[src/rtl/exc_entry_pkg.sv]
// Package: shared retire descriptor and the break eligibility rule.
// Assumes one retire strobe per cycle at most.
package exc_entry_pkg;

    typedef struct packed {
        logic valid;
        logic len16;
        logic word_start;
        logic branch;
    } retire_t;

    // A completed instruction allows a break unless it is a 16-bit
    // non-branch that began on a word boundary.
    function automatic logic brk_allowed(input retire_t r);
        return r.valid && !(r.len16 && r.word_start && !r.branch);
    endfunction

endpackage

[src/rtl/sbrk_edge_det.sv]
// Module: synchronizes the asynchronous active-low break pin through
// STAGES flops and flags one cycle per high-to-low transition.
// Assumes the pin idles high; all stages reset to the idle level.
module sbrk_edge_det #(
    parameter int STAGES = 2
) (
    input  logic clk,
    input  logic rst_n,
    input  logic pin_n,
    output logic fall
);
    // q[0..STAGES-1] is the synchronizer, q[STAGES] the history flop
    logic [STAGES:0] q;

    // Purpose: first stage samples the raw pin
    always_ff @(posedge clk) begin
        if (!rst_n) q[0] <= 1'b1;
        else        q[0] <= pin_n;
    end

    genvar g;
    generate
        for (g = 1; g <= STAGES; g++) begin : g_stage
            // Purpose: shift the pin level one stage further
            always_ff @(posedge clk) begin
                if (!rst_n) q[g] <= 1'b1;
                else        q[g] <= q[g-1];
            end
        end
    endgenerate

    assign fall = q[STAGES] & ~q[STAGES-1];

endmodule

[src/rtl/sbrk_pending.sv]
// Module: holds a break request from its edge until it is taken at an
// eligible retire, or until reset drops it.
// Assumes a new edge in the take cycle re-arms the request.
module sbrk_pending
    import exc_entry_pkg::*;
(
    input  logic    clk,
    input  logic    rst_n,
    input  logic    fall,
    input  retire_t ret,
    output logic    take
);
    logic pend_q;

    assign take = pend_q && brk_allowed(ret);

    // Purpose: set on edge, clear on take, cleared by reset
    always_ff @(posedge clk) begin
        if (!rst_n)    pend_q <= 1'b0;
        else if (fall) pend_q <= 1'b1;
        else if (take) pend_q <= 1'b0;
    end

endmodule

[src/rtl/entry_out.sv]
// Module: registers the redirect request, its target and the status
// write. Reset has priority over a break take in the same cycle.
module entry_out #(
    parameter int              ADDR_W    = 32,
    parameter logic [ADDR_W-1:0] RESET_VEC = '0,
    parameter logic [ADDR_W-1:0] BOOT_VEC  = '0,
    parameter logic [ADDR_W-1:0] SBRK_VEC  = '0
) (
    input  logic              clk,
    input  logic              rst_n,
    input  logic              boot_mode,
    input  logic              take,
    output logic              redir_valid,
    output logic [ADDR_W-1:0] redir_addr,
    output logic              psw_wr
);
    // Purpose: choose reset entry, break entry, or idle each cycle
    always_ff @(posedge clk) begin
        if (!rst_n) begin
            redir_valid <= 1'b1;
            redir_addr  <= boot_mode ? BOOT_VEC : RESET_VEC;
            psw_wr      <= 1'b1;
        end else begin
            redir_valid <= take;
            psw_wr      <= 1'b0;
            if (take) redir_addr <= SBRK_VEC;
        end
    end

endmodule

[src/rtl/exc_entry_ctrl.sv]
// Top: exception entry decision for reset and system break.
// Assumes rst_n is synchronous to clk; sbrk_n may be asynchronous.
module exc_entry_ctrl
    import exc_entry_pkg::*;
#(
    parameter int                ADDR_W      = 32,
    parameter int                SYNC_STAGES = 2,
    parameter logic [ADDR_W-1:0] RESET_VEC   = 32'h0000_0000,
    parameter logic [ADDR_W-1:0] BOOT_VEC    = 32'h0000_8000,
    parameter logic [ADDR_W-1:0] SBRK_VEC    = 32'h0000_0010
) (
    input  logic              clk,
    input  logic              rst_n,
    input  logic              sbrk_n,
    input  logic              boot_mode,
    input  logic              ie_bit,
    input  logic              ret_valid,
    input  logic              ret_len16,
    input  logic              ret_word_start,
    input  logic              ret_branch,
    output logic              redir_valid,
    output logic [ADDR_W-1:0] redir_addr,
    output logic              psw_wr,
    output logic              psw_sm,
    output logic              psw_ie,
    output logic              psw_c
);
    retire_t ret;
    logic    fall;
    logic    take;
    logic    unused_ie;

    assign ret       = '{valid: ret_valid, len16: ret_len16,
                         word_start: ret_word_start, branch: ret_branch};
    assign unused_ie = ie_bit;  // breaks are not maskable

    // Entry writes all three status bits as zero
    assign psw_sm = 1'b0;
    assign psw_ie = 1'b0;
    assign psw_c  = 1'b0;

    sbrk_edge_det #(.STAGES(SYNC_STAGES)) i_edge (
        .clk   (clk),
        .rst_n (rst_n),
        .pin_n (sbrk_n),
        .fall  (fall)
    );

    sbrk_pending i_pend (
        .clk   (clk),
        .rst_n (rst_n),
        .fall  (fall),
        .ret   (ret),
        .take  (take)
    );

    entry_out #(
        .ADDR_W    (ADDR_W),
        .RESET_VEC (RESET_VEC),
        .BOOT_VEC  (BOOT_VEC),
        .SBRK_VEC  (SBRK_VEC)
    ) i_out (
        .clk         (clk),
        .rst_n       (rst_n),
        .boot_mode   (boot_mode),
        .take        (take),
        .redir_valid (redir_valid),
        .redir_addr  (redir_addr),
        .psw_wr      (psw_wr)
    );

endmodule

[config.mk]
export PLATFORM = sky130hd
export DESIGN_NAME = exc_entry_ctrl
export DESIGN_NICKNAME = d
export VERILOG_FILES = /design/src/rtl/exc_entry_pkg.sv /design/src/rtl/sbrk_edge_det.sv /design/src/rtl/sbrk_pending.sv /design/src/rtl/entry_out.sv /design/src/rtl/exc_entry_ctrl.sv
export SDC_FILE = /design/constraint.sdc
export NUM_CORES = 1
export LEC_CHECK = 0
export ABC_AREA = 1
export BUFFER_PORTS_ARGS = -buffer_cell sky130_fd_sc_hd__buf_4
export CAP_MARGIN = 10
export CORE_UTILIZATION = 38
export CTS_CLUSTER_DIAMETER = 100
export DETAILED_ROUTE_END_ITERATION = 8
export PLACE_DENSITY = 0.94
export SYNTH_ARGS = -nofsm -noshare
export SYNTH_HDL_FRONTEND = slang
export SYNTH_SLANG_ARGS = --single-unit
[constraint.sdc]
create_clock -name clk -period 2.68 [get_ports clk]
set_clock_uncertainty 0.2 [all_clocks]
set_input_delay 0 -clock clk [delete_from_list [all_inputs] [get_ports clk]]
set_output_delay 0 -clock clk [all_outputs]
set_load 0.02 [all_outputs]
**After elaboration in Yosys (flattened, before gate mapping)**

Index checks and enable logic that the tools add are counted.
Widths: inputs -> output; s select.

- Bitwise logic cells: 2
- Equal/unequal tests: 1
- Reductions and logical operators: 7
- Mux-type cells: 6

Operators by type and width:

| kind | count |
|---|---|
| $mux 32 | 2 |
| $mux 16 | 1 |
| $logic_and 1x1->1 | 4 |
| $mux 1 | 3 |
| $logic_not 1->1 | 2 |
| $ne 2x1->1 const B | 1 |
| $reduce_bool 2->1 | 1 |
| $and 1x1->1 | 1 |
| $not 1->1 | 1 |

- Bits in registers: 38
- Output and inout port bits: 37
- Input bits: 9

**Logic depth before layout (Yosys ltp)**

- Word-level depth: 7
- Depth in mapped cells: 5

**Cells and area by module**

A second synthesis with hierarchy kept.

- Cells, all modules: 66
- Area total of the unflattened synthesis: 538.0 um2

By module, submodules not included:

| module | instances | cells an instance | area each (um2) |
|---|---|---|---|
| entry_out | 1 | 41 | 351.6 |
| sbrk_edge_det | 1 | 11 | 90.1 |
| sbrk_pending | 1 | 10 | 70.1 |
| exc_entry_ctrl | 1 | 4 | 26.3 |

**Least setup slack after synthesis**

No wires, ideal clock.

- Path kind: register -> register
- Start: register i_pend.pend_q
- End: register i_out.redir_addr[15] (enable)
- Setup slack: 1.713 ns
- Path buffers: 0
- Data arrival time: 0.470 ns
- Cell stages (with the launch flop): 3
- Library setup time: 0.297 ns
- Cell sequence: dfxtp_1 nand3_1 nand2_1

- Word-level cells in the longest chain between the ends: 2

RTL lines:

| what | line | RTL |
|---|---|---|
| from (decl) | sbrk_pending.sv:13 | `logic pend_q;` |
| from (signal assigned) | sbrk_pending.sv:19 | `if (!rst_n) pend_q <= 1'b0;` |
| from (signal assigned) | sbrk_pending.sv:20 | `else if (fall) pend_q <= 1'b1;` |
| from (signal assigned) | sbrk_pending.sv:21 | `else if (take) pend_q <= 1'b0;` |
| $logic_and 1x1->1 | sbrk_pending.sv:15 | `assign take = pend_q && brk_allowed(ret);` |
| $ne 2x1->1 (no source line) | n/a |  |
| to (signal assigned) | entry_out.sv:21 | `redir_addr <= boot_mode ? BOOT_VEC : RESET_VEC;` |
| to (decl) | entry_out.sv:14 | `output logic [ADDR_W-1:0] redir_addr,` |

Every way passes these cells.
A chain may end at the register's enable or synchronous reset.

**Final worst setup path**

- Start: input rst_n
- End: register i_edge.q[0]

RTL lines:

| what | line | RTL |
|---|---|---|
| from (decl) | exc_entry_ctrl.sv:13 | `input logic rst_n,` |
| to (signal assigned) | sbrk_edge_det.sv:18 | `else q[0] <= pin_n;` |
| to (decl) | sbrk_edge_det.sv:13 | `logic [STAGES:0] q;` |

No word-level cell between the ends.

==> flow_summary_export.csv <==
group,metric,value,unit
status,status,"complete, no violations",
run,max_cap_violations,0,
clock_network,post-cts-setup-buffers,0,
sta,fin_crit_sh,0.575,
global_route,grt_max_degree,9,
pwr,netSwitchingFraction,0.323,
yosys,synth.avg_cell_area,8.47,um2
yosys,yosys-top-cells-area,"buf_4 (49%), dfxtp_1 (24%), edfxtp_1 (12%)",
drt,avgViaCountPerCell,3.40,
sta,slew_violations,0,
drt,drc,0,
pwr,ir_worst_vdd,0.285,mV
worst_setup_path,r2r-start,"i_pend.pend_q",
global_route,grt_antenna_before_repair,0,
drt,antenna_left,0,
drt,drt-total-wl,708,um
cells_and_area,mostFrequentLayoutCell,"conb_1",
clock_network,clkSlewWorstSetupHoldPaths,0.06,ns
pwr,p_leak,0.333,nW
cells_and_area,nFillCells,130,
die,die_h,38.6,um
yosys,ys_ff_latch,8,
die,die_w,38.6,um
worst_setup_path,slowest_delay,0.55,ns
sta,worst_slack,1.14,ns
worst_setup_path,cp-end-kind,"flop",
min_path,hp-class,"primary input to flop",
pwr,p_int,0.208,mW
worst_setup_path,worst_r2r_path_depth,3,
yosys,netlist_area,508,um2
sta,setup_viol,0,
placement,io_buffers,11,
drt,vias,326,
global_route,grt_pass1_wl,1030,um
worst_setup_path,criticalPathCategory,"primary input to flop",
worst_setup_path,slowest_stage,"dlygate4sd3_1",
placement,dp_hpwl,471,um
die,core_area,1170,um2
pwr,p_switching,0.0990,mW
sta,hold_viol,0,
yosys,synth.distinct_cells,10,
yosys,synth_top_area_cell,"buf_4",
cells_and_area,mostFrequentLayoutCells,"conb_1 (33), buf_4 (11), dlygate4sd3_1 (8), nand2_1 (7), dfxtp_1 (6)",
worst_setup_path,crit_path_start_kind,"primary input",
yosys,synthCells,60,
drt,drt-initial-drc-count,1,
global_route,gr-total-overflow,0,
die,initial_core_util,0.434,
cells_and_area,nets,92,
clock_network,clockBufferDepth,2,
sta,max_freq,649,MHz
sta,rsz0062_at_grt,"false",
pwr,power_frac_comb,0.245,
pwr,p_seq_frac,0.431,
clock_network,cts_resized,0,
min_path,hold_start,"ret_branch",
worst_setup_path,r2r_end,"i_out.redir_valid",
pwr,clkPwrFrac,0.324,
clock_network,cts_buffers,3,
cells_and_area,stdcell_area,587,um2
worst_setup_path,worstPathCellList,"dlygate4sd3_1 > buf_4 > inv_2 > or2_1 > dlygate4sd3_1",
cells_and_area,diodes,0,
sta,tns,0,ns
clock_network,clock-sinks,8,
yosys,netlist.area_leader.share,0.488,
die,io_pins,46,
placement,gp_congestion,0.548,
pwr,power_density,522,nW/um2
cells_and_area,area_delta_synth_final,15.5,%
worst_setup_path,required,2.62,ns
drt,drt_first_pass_iters,4,
clock_network,hold_buffers,8,
clock_network,tritoncts,"built",
sta,finalCriticalPeriod,1.54,ns
die,core.rowCount,12,
clock_network,htreeDepth,1,
yosys,yosysWarnings,0,
worst_setup_path,path_max_fanout,8,
global_route,grt_use_total,0.112,
drt,avgRoutedWirePerCell,7.38,um
worst_setup_path,crit_top_cell,"dlygate4sd3_1",
die,dieArea,1490,um2
placement,postPlaceCellArea,480,um2
placement,dp_slack,1.67,ns
worst_setup_path,critPathArrivalTime,1.48,ns
global_route,grt_pass1_vias,286,
min_path,min_to,"i_out.redir_addr[15]",
yosys,seq_area_frac_synth,0.355,
worst_setup_path,reg2reg_slack,1.38,ns
cells_and_area,drive_gt1_frac,0.183,
min_path,hold_path_depth,5,
clock_network,clkLatencyLatePin,0.26,ns
clock_network,root_buffer,"clkbuf_4",
-- layer usage --
metal  GRT usage  part of all wire  vias up
met5           0                 0        -
met4      0.0776                 0        0
met3      0.0698              0.12        0
met2       0.233              0.60       28
met1      0.0565              0.29      142
li1            -                 -      156
-- Yosys cell counts, drive strengths merged --
library cell	instances
buf	33
conb	1
dfxtp	6
edfxtp	2
inv	5
nand2	7
nand3	3
nor2	1
or2	2
-- power groups by stage --
| stage | combinational, mW | sequential, mW | clock (mW) |
|---|---|---|---|
| finish | 0.0751 | 0.132 | 0.0994 |
| global route | 0.0816 | 0.132 | 0.111 |
| CTS | 0.0740 | 0.132 | 0.106 |
| detailed placement | 0.0656 | 0.135 | 0 |
| global placement | 0.0649 | 0.134 | 0 |
| floorplan | 0.0823 | 0.139 | 0 |
-- through the flow --
stage | std cells | total power [mW] | hold WS, ns | util
floorplan | 92 | 0.221 | -0.138 | -
global placement | 84 | 0.199 | -0.0191 | 0.410
detailed placement | 84 | 0.200 | -0.0131 | 0.410
CTS | 96 | 0.312 | 0.0176 | 0.501
global route | 96 | 0.325 | 0.0796 | 0.501
finish | 96 | 0.307 | 0.0473 | 0.501
-- cell type report --
type / count / area [um2] / share of cell area
flip-flops and latches: 8 / 180 / 0.307
inverters: 5 / 18.8 / 0.0320
repair buffers: 19 / 163 / 0.277
multi-input cells: 46 / 181 / 0.309
well taps: 14 / 17.5 / 0.0299
clock buffers: 4 / 26.3 / 0.0448
-- registers in the layout (all words and copies together) (netlist names) --
| name | cells |
|---|---|
| i_edge.q | 3 |
| i_out.redir_addr | 2 |
| i_out.psw_wr | 1 |
| i_out.redir_valid | 1 |
| i_pend.pend_q | 1 |
-- worst max path at each step --
stage,startpoint,endpoint,depth (start not counted)
after floorplan,i_pend.pend_q,i_out.redir_addr[15],2
after global placement,i_pend.pend_q,i_out.redir_addr[15],2
after detailed placement,i_pend.pend_q,i_out.redir_addr[4],2
after CTS,rst_n,i_edge.q[0],5
after global routing,rst_n,i_edge.q[0],5
final,rst_n,i_edge.q[0],5
-- critical path, delay by kind of cell --
kind          cells  cell delay [ns]
simple gates      1             0.19
buf+inv           4             1.28
-- logic make-up after synthesis --
group | after synthesis | share of synthesized area
buf+inv | 38 | 0.525
other cells | 1 | 0.00738
simple gates | 13 | 0.113
flops | 8 | 0.355
Note: power is estimated with default switching activity, not from simulation.
